--- config.mk ---
export PLATFORM = sky130hd
export DESIGN_NAME = monitor_mix
export DESIGN_NICKNAME = d
export VERILOG_FILES = /design/src/rtl/mix_pkg.sv /design/src/rtl/mix_route.sv /design/src/rtl/mix_atten.sv /design/src/rtl/mix_sat_add.sv /design/src/rtl/monitor_mix.sv
export SDC_FILE = /design/constraint.sdc
export NUM_CORES = 1
export LEC_CHECK = 0
export CAP_MARGIN = 20
export CORE_AREA = 2 2 138 126
export CTS_BUF_LIST = sky130_fd_sc_hd__clkbuf_8
export DETAILED_ROUTE_END_ITERATION = 8
export DIE_AREA = 0 0 140 128
export DONT_BUFFER_PORTS = 1
export PLACE_DENSITY = 0.41
export RECOVER_POWER = 25
export SLEW_MARGIN = 20
export SYNTH_ARGS = -nofsm -noshare
export SYNTH_HDL_FRONTEND = slang
export SYNTH_SLANG_ARGS = --single-unit
--- constraint.sdc ---
create_clock -name clk_i -period 6.4 [get_ports clk_i]
set_input_delay 0.32 -clock clk_i [delete_from_list [all_inputs] [get_ports clk_i]]
set_output_delay 0.32 -clock clk_i [all_outputs]
set_load 0.005 [all_outputs]
--- src/rtl/mix_pkg.sv ---
package mix_pkg;
  localparam int SMP_W  = 16;
  localparam int CODE_W = 4;
  localparam int NUM_CH = 2;
  localparam logic [CODE_W-1:0] MUTE_CODE = {CODE_W{1'b1}};
  typedef logic signed [SMP_W-1:0] smp_t;
endpackage

--- src/rtl/mix_route.sv ---
module mix_route #(
  parameter int DATA_W = mix_pkg::SMP_W,
  parameter int NUM_CH = mix_pkg::NUM_CH
) (
  input  logic                          stereo_i,
  input  logic [NUM_CH-1:0][DATA_W-1:0] cap_i,
  input  logic [NUM_CH-1:0][DATA_W-1:0] play_i,
  output logic [NUM_CH-1:0][DATA_W-1:0] cap_o,
  output logic [NUM_CH-1:0][DATA_W-1:0] play_o
);
  // channel 0 is left; in mono every channel takes the left words
  for (genvar c = 0; c < NUM_CH; c++) begin : g_ch
    assign cap_o[c]  = stereo_i ? cap_i[c]  : cap_i[0];
    assign play_o[c] = stereo_i ? play_i[c] : play_i[0];
  end
endmodule

--- src/rtl/mix_atten.sv ---
module mix_atten #(
  parameter int DATA_W = mix_pkg::SMP_W,
  parameter int CODE_W = mix_pkg::CODE_W
) (
  input  logic signed [DATA_W-1:0] smp_i,
  input  logic        [CODE_W-1:0] code_i,
  output logic signed [DATA_W-1:0] att_o
);
  localparam logic [CODE_W-1:0] MUTE = {CODE_W{1'b1}};

  always_comb begin
    if (code_i == MUTE) att_o = '0;
    else                att_o = smp_i >>> code_i;
  end

  always_comb begin
    if (!smp_i[DATA_W-1]) begin

      atten_pos_bound_chk: assert (!att_o[DATA_W-1] && (att_o <= smp_i));
    end else begin

      atten_neg_bound_chk: assert ((att_o <= 0) && (att_o >= smp_i));
    end
  end
endmodule

--- src/rtl/mix_sat_add.sv ---
module mix_sat_add #(
  parameter int DATA_W = mix_pkg::SMP_W
) (
  input  logic signed [DATA_W-1:0] a_i,
  input  logic signed [DATA_W-1:0] b_i,
  output logic signed [DATA_W-1:0] sum_o
);
  localparam logic [DATA_W-1:0] POS_MAX = {1'b0, {(DATA_W-1){1'b1}}};
  localparam logic [DATA_W-1:0] NEG_MIN = {1'b1, {(DATA_W-1){1'b0}}};

  logic [DATA_W:0] wide;
  assign wide = {a_i[DATA_W-1], a_i} + {b_i[DATA_W-1], b_i};

  always_comb begin
    if (wide[DATA_W] != wide[DATA_W-1])
      sum_o = wide[DATA_W] ? NEG_MIN : POS_MAX;
    else
      sum_o = wide[DATA_W-1:0];
  end

  always_comb begin
    if (!a_i[DATA_W-1] && !b_i[DATA_W-1]) begin

      no_wrap_pos_chk: assert (!sum_o[DATA_W-1]);
    end
    if (a_i[DATA_W-1] && b_i[DATA_W-1]) begin

      no_wrap_neg_chk: assert (sum_o[DATA_W-1]);
    end
  end
endmodule

--- src/rtl/monitor_mix.sv ---
module monitor_mix
  import mix_pkg::*;
#(
  parameter int DATA_W = SMP_W,
  parameter int CODE_W = mix_pkg::CODE_W
) (
  input  logic              clk_i,
  input  logic              rst_ni,
  input  logic              strb_i,
  input  logic [DATA_W-1:0] cap_l_i,
  input  logic [DATA_W-1:0] cap_r_i,
  input  logic [DATA_W-1:0] play_l_i,
  input  logic [DATA_W-1:0] play_r_i,
  input  logic [CODE_W-1:0] mix_code_i,
  input  logic              stereo_i,
  input  logic              cal_i,
  input  logic              aloop_i,
  output logic [DATA_W-1:0] mix_l_o,
  output logic [DATA_W-1:0] mix_r_o,
  output logic              valid_o
);
  localparam int NCH = NUM_CH;
  localparam logic [CODE_W-1:0] MUTE = {CODE_W{1'b1}};

  logic [CODE_W-1:0]               code_q;
  logic [CODE_W-1:0]               eff_code;
  logic [NCH-1:0][DATA_W-1:0]      cap_raw, play_raw, cap_sel, play_sel;
  logic [NCH-1:0][DATA_W-1:0]      att, sum;
  logic [NCH-1:0][DATA_W-1:0]      out_q;
  logic                            valid_q;

  // code register resets to mute so nothing mixes before it is loaded
  always_ff @(posedge clk_i or negedge rst_ni) begin
    if (!rst_ni) code_q <= MUTE;
    else         code_q <= mix_code_i;
  end

  assign eff_code = (cal_i || aloop_i) ? MUTE : code_q;

  assign cap_raw  = {cap_r_i, cap_l_i};
  assign play_raw = {play_r_i, play_l_i};

  mix_route #(.DATA_W(DATA_W), .NUM_CH(NCH)) i_route (
    .stereo_i (stereo_i),
    .cap_i    (cap_raw),
    .play_i   (play_raw),
    .cap_o    (cap_sel),
    .play_o   (play_sel)
  );

  for (genvar c = 0; c < NCH; c++) begin : g_ch
    mix_atten #(.DATA_W(DATA_W), .CODE_W(CODE_W)) i_atten (
      .smp_i  (cap_sel[c]),
      .code_i (eff_code),
      .att_o  (att[c])
    );
    mix_sat_add #(.DATA_W(DATA_W)) i_add (
      .a_i   (play_sel[c]),
      .b_i   (att[c]),
      .sum_o (sum[c])
    );
    always_ff @(posedge clk_i or negedge rst_ni) begin
      if (!rst_ni)     out_q[c] <= '0;
      else if (strb_i) out_q[c] <= sum[c];
    end
  end

  always_ff @(posedge clk_i or negedge rst_ni) begin
    if (!rst_ni) valid_q <= 1'b0;
    else         valid_q <= strb_i;
  end

  assign mix_l_o = out_q[0];
  assign mix_r_o = out_q[1];
  assign valid_o = valid_q;


  valid_follow_chk: assert property (@(posedge clk_i) disable iff (!rst_ni)
    strb_i |=> valid_o);

  valid_pulse_chk: assert property (@(posedge clk_i) disable iff (!rst_ni)
    !strb_i |=> !valid_o);

  hold_chk: assert property (@(posedge clk_i) disable iff (!rst_ni)
    !strb_i |=> ($stable(mix_l_o) && $stable(mix_r_o)));

  force_off_chk: assert property (@(posedge clk_i) disable iff (!rst_ni)
    (strb_i && (cal_i || aloop_i)) |=> (mix_l_o == $past(play_l_i)));

  mono_equal_chk: assert property (@(posedge clk_i) disable iff (!rst_ni)
    (strb_i && !stereo_i) |=> (mix_l_o == mix_r_o));

  mute_pass_chk: assert property (@(posedge clk_i) disable iff (!rst_ni)
    (strb_i && stereo_i && code_q == MUTE) |=>
      (mix_l_o == $past(play_l_i) && mix_r_o == $past(play_r_i)));
endmodule

# --- Yosys cells after proc, flatten, opt, wreduce, memory -nomap -nowiden ---
# Cells that the tools add are included.
word_totals:
  input_bits: 74
  ramBits: 0
  latchBits: 0
  romBits: 0
  n_memories: 0
  output_inout_bits: 33
  regBits: 37
classes:
  multipliers: 0
  n_div: 0
  add_sub_neg: 2
  bitwise: 0
  eq_ne: 3
  muxes: 9
  reduce_logical: 1
  shifts: 2
  n_lt_le_gt_ge: 0
ops:
  columns: ["op", "count"]
  rows:
  - ["16-bit two-way mux", 8]
  - ["16-bit by 16-bit adder with 17-bit output", 2]
  - ["16-bit by 4-bit >>> shifter with 16-bit output", 2]
  - ["4-bit equality test, second input constant", 1]
  - ["4-bit two-way mux", 1]
  - ["1-bit inequality test", 2]
  - ["1-bit logical OR", 1]

# --- Depth between registers and ports, before layout ---
logic_depth:
  ltp_word: 7
  depth_mapped: 21

# --- By module ---
# From an unflattened synthesis, not the netlist that was laid out.
hier_totals:
  hier_cells: 621
  area_unflattened_um2: 6003.3
modules_own_cells:
  columns: ["mod", "area_per_inst_um2", "cells_each", "instances"]
  rows:
  - ["mix_sat_add", 1139.8, 150, 2]
  - ["monitor_mix", 1500.2, 77, 1]
  - ["mix_atten", 719.4, 88, 2]
  - ["mix_route", 784.5, 68, 1]

# --- Worst setup path before layout ---
# No wires, ideal clock.
synth_timing:
  kind: "input port to flip-flop"
  from: "input stereo_i"
  to: "register out_q (netlist bit mix_r_o[13])"
  path_stages: 16
  setup_ps: 139
  path_buffers: 3
  path_slack_ps: 2711
  required_time_ps: 6261
  arrival_ps: 3550
  path_cell_list: "buf_2 -> buf_2 -> buf_2 -> mux2i_1 -> a21oi_1 -> a21oi_1 -> nand2_1 -> a32o_1 -> ha_1 -> a211oi_1 -> o21bai_2 -> o2111a_2 -> or2_2 -> a21boi_0 -> xor2_1 -> a211oi_2"
synth_via:
  elab_chain_len: 6
  word_cells_on_any_way: 8
  cone_classes: "1 x add/sub; 1 x eq/ne; 1 x shift; 5 x mux"
synth_rtl:
  columns: ["item", "line", "text"]
  rows:
  - ["start: declaration", "monitor_mix.sv:15", "input logic stereo_i,"]
  - ["16-bit two-way mux", "mix_route.sv:13", "assign cap_o[c] = stereo_i ? cap_i[c] : cap_i[0];"]
  - ["16-bit by 4-bit >>> shifter with 16-bit output", "mix_atten.sv:13", "else att_o = smp_i >>> code_i;"]
  - ["16-bit two-way mux", "mix_atten.sv:12", "if (code_i == MUTE) att_o = '0;"]
  - ["16-bit by 16-bit adder with 17-bit output (*)", "mix_sat_add.sv:12", "assign wide = {a_i[DATA_W-1], a_i} + {b_i[DATA_W-1], b_i};"]
  - ["16-bit two-way mux or 1-bit inequality test (tied branches)", "mix_sat_add.sv:16, mix_sat_add.sv:15", null]
  - ["16-bit two-way mux (*)", "mix_sat_add.sv:15", "if (wide[DATA_W] != wide[DATA_W-1])"]
  - ["end signal: indexed assignment", "monitor_mix.sv:64", "else if (strb_i) out_q[c] <= sum[c];"]
  - ["end: declaration", "monitor_mix.sv:29", "logic [NCH-1:0][DATA_W-1:0] out_q;"]
# Mark *: on every way between the ends. The rest lies on a longest branch, timed or not.
# A chain may end at the register's enable or synchronous reset.

# --- Worst setup path after layout ---
layout_timing:
  from: "register code_q[1]"
  to: "register out_q (netlist bit mix_l_o[8])"
layout_via:
  elab_chain_len: 6
  word_cells_on_any_way: 8
  cone_classes: "1 x add/sub; 2 x eq/ne; 1 x shift; 4 x mux"
layout_rtl:
  columns: ["item", "line", "text"]
  rows:
  - ["start: declaration", "monitor_mix.sv:25", "logic [CODE_W-1:0] code_q;"]
  - ["start signal: assignment", "monitor_mix.sv:35", "else code_q <= mix_code_i;"]
  - ["4-bit two-way mux (*)", "monitor_mix.sv:38", "assign eff_code = (cal_i || aloop_i) ? MUTE : code_q;"]
  - ["16-bit by 4-bit >>> shifter with 16-bit output or 4-bit equality test (tied branches)", "mix_atten.sv:13, mix_atten.sv:12", null]
  - ["16-bit two-way mux (*)", "mix_atten.sv:12", null]
  - ["16-bit by 16-bit adder with 17-bit output (*)", "mix_sat_add.sv:12", null]
  - ["16-bit two-way mux or 1-bit inequality test (tied branches)", "mix_sat_add.sv:16, mix_sat_add.sv:15", null]
  - ["16-bit two-way mux (*)", "mix_sat_add.sv:15", null]
# Marks and branches as above.

==> qor.yml <==
status: "finished, violations left"
violations: "design-rule violations, max-capacitance violations, max-slew violations"
fmax_mhz: 208
die_x_um: 140
grt_pass1_wl_um: 25100
slew_headroom_pct: -47.8
area_growth_pct: 6.48
routed_wirelength_um: 16200
cap_violations: 1
antenna_found_initial: 2
final-setup-viol-count: 0
cts_tree: "yes"
syn-cell-area_sq_mm: 0.00485
syn-mean-instance-area_sq_um: 7.94
slew_violations: 38
endpoint_kind: "register"
cts_resized: 0
grt.total_usage_pct: 17.8
holdWs_ps: 58.2
drive_gt1_share_pct: 14.0
grt_pass1_vias: 4488
start_kind: "register"
synth_cell_type_count: 72
ant_nets: 0
post-dp-hpwl_um: 13100
peakVddDrop_v: 0.0000791
synth-edff-count: 0
synth.mux.area_fraction_pct: 13.8
synth_top_area_cell: "dfrtp_1"
synth_cells: 611
numCtsBuffers: 5
io_buffers: 0
stdcell_area_sq_mm: 0.00516
synth-xor-area-share_pct: 3.97
worstMarginPinSlew_ps: 2220
cp.required_ps: 6610
fp.dieH_um: 128
dpl_cell_area_sq_mm: 0.00498
synth-seq-cells: 37
core_sq_mm: 0.0166
cts_setup_buffers: 0
fin_crit_ps: 4810
placedCellCount: 790
io_pins: 107
p_per_area_mw_per_mm2: 197
vias: 4584
drt_pass1_iterations: 7
synth_top_family_by_area: "compound AO/OA/AOI/OAI gates"
synth_area_leaders: "dfrtp_1, ha_1, a21oi_1"
critical_path_class: "register to register"
wire_per_inst_um: 20.2
fin_tns_setup_ps: 0
async_flop_share_pct: 100
yosysWarnings: 0
row_count: 45
insertion_delay_ps: 310
globalplace.congestion: 0.894
fin_crit_sh_pct: 75.2
grt_overflow_total: 0
worst_clock_skew_ps: 13.9
synth-compound-area-share_pct: 32.3
synth_top_area_share_pct: 17.0
clockRootBuffer: "clkbuf_8"
grt_max_degree: 41
p_leak_nw: 2.16
hp-class: "input port to register"
htreeDepth: 2
rsz0062_at_grt: "false"
synth-adder-area-share_pct: 9.08
synth_nets: 719
nets: 700
ys.flop_type: "dfrtp_1"
initial_core_util_pct: 29.2
yosysSeqAreaShare_pct: 19.2
die-area_sq_mm: 0.0179
drc: 6
critPathArrivalTime_ps: 5030
clockBufferDepth: 2
drt_iter0_drc: 342
hold_viol: 0
clkSinkCount: 37
vias_per_cell: 5.69
crit_fanout: 25
clkTransAtPathRegs_ps: 90
fin_cells: 806
postCtsHoldBufs: 6
synthSimpleGateAreaFrac_pct: 14.9
[registers in the layout, indices dropped and copies added, names as in the netlist]
signal and cells:
code_q 4, valid_o 1, mix_r_o 16, mix_l_o 16
[final timing paths]
path | start | endpoint | slack (ps) | cells past startpoint
hold / removal | strb_i | valid_o | 60 | 0
hold reg to reg | mix_l_o[15] | mix_l_o[15] | 550 | 2
max in group asynchronous | rst_ni | mix_l_o[12] | 3860 | 2
setup / recovery | code_q[1] | mix_l_o[8] | 1590 | 16
min in group asynchronous | rst_ni | mix_r_o[1] | 1280 | 2
setup reg to reg | code_q[1] | mix_l_o[8] | 1590 | 16
[cell families after synthesis]
group	count (synthesis)
multiplexers	59
flip-flops	37
XOR/XNOR	22
AND/OR/NAND/NOR	157
buffers and inverters	75
adder cells (fa/ha/maj)	34
AO/OA/AOI/OAI	227
[cell usage in the layout, fill, tap and decap left out, types with 4 or more instances in the layout]
| cell type | instances |
|---|---|
| nand4_1 | 4 |
| o211ai_1 | 5 |
| nor2b_1 | 7 |
| nand3_1 | 9 |
| mux2_2 | 24 |
| buf_4 | 5 |
| a31oi_1 | 5 |
| or3_1 | 6 |
| xnor2_1 | 13 |
| a21oi_2 | 4 |
| a21o_1 | 6 |
| a21oi_1 | 71 |
| ha_1 | 32 |
| o21ai_0 | 36 |
| mux2i_1 | 31 |
| o22ai_1 | 26 |
| dlygate4sd3_1 | 5 |
| dfrtp_1 | 33 |
| a211oi_1 | 6 |
| o22ai_2 | 11 |
| nand2_1 | 56 |
| xor2_1 | 9 |
| mux4_2 | 4 |
| inv_1 | 36 |
| dfstp_2 | 4 |
| nor3_1 | 7 |
| nor2_1 | 48 |
| and3_1 | 4 |
| o21a_1 | 9 |
| clkbuf_8 | 6 |
| a21boi_0 | 6 |
[synthesized netlist by cell type, types with 3 or more instances]
cell type / instances
o22ai_1: 26
and3_1: 4
o2111ai_1: 3
a21o_1: 6
ha_1: 32
o21a_1: 9
a21oi_2: 4
a22oi_1: 3
dfstp_2: 4
a221oi_1: 3
or3_1: 6
o211ai_1: 5
mux2i_1: 31
a211oi_2: 3
o31ai_1: 3
nor2b_1: 7
clkbuf_1: 16
xnor2_1: 13
buf_4: 3
a32o_1: 3
a21oi_1: 71
xor2_1: 9
nor2_1: 48
nor3_1: 9
mux2_2: 24
dfrtp_1: 33
a211o_1: 3
nand4_1: 4
inv_1: 36
a31oi_1: 5
a211oi_1: 6
buf_2: 13
nand3_1: 9
mux4_2: 4
o211a_1: 3
o22ai_2: 11
o21ai_0: 36
nand2_1: 56
a21boi_0: 6
[area by class of cell]
class	count	area, sq um
timing repair buffer	11	91.3
sequential	37	931
multi-input combinational	499	3610
inverter	38	143
tap	211	264
clock inverter	2	37.5
antenna	2	5.00
clock buffer	6	82.6
fill	1777	11400
[where the power goes]
part           total, mW  internal, mW  switching (mW)
Clock              0.226         0.127          0.0990
Sequential         0.334         0.289          0.0451
Combinational      0.457         0.187           0.269
Total               1.02         0.603           0.413
[per-layer routing]
metal,part of all wire (%),GRT usage (%)
met1,46,23.9
met2,47,29.0
met3,4.9,2.99
met4,2.3,6.36
met5,0,0
[metrics by stage]
stage,power [mW],setup WS [ps],utilization (%)
3_3_place_gp,0.787,1610,30.0
6_report,1.02,1590,31.1
3_5_place_dp,0.789,1600,30.0
4_1_cts,1.03,1550,31.1
2_1_floorplan,0.700,2710,-
5_1_grt,1.09,1260,31.1
[critical path, cell delays in order (launching register included)]
cell and delay (ps):
dfstp_2 410, nor3_4 460, buf_4 380, mux2i_1 140, mux2i_1 290, a21oi_1 160, o22ai_1 290, ha_1 250
inv_1 60, fa_1 400, nor2b_1 180, o2111ai_1 160, a21oi_1 310, o21ai_0 240, a21oi_2 630, a21oi_1 190
o22ai_1 160
(Power assumes the default switching activity.)
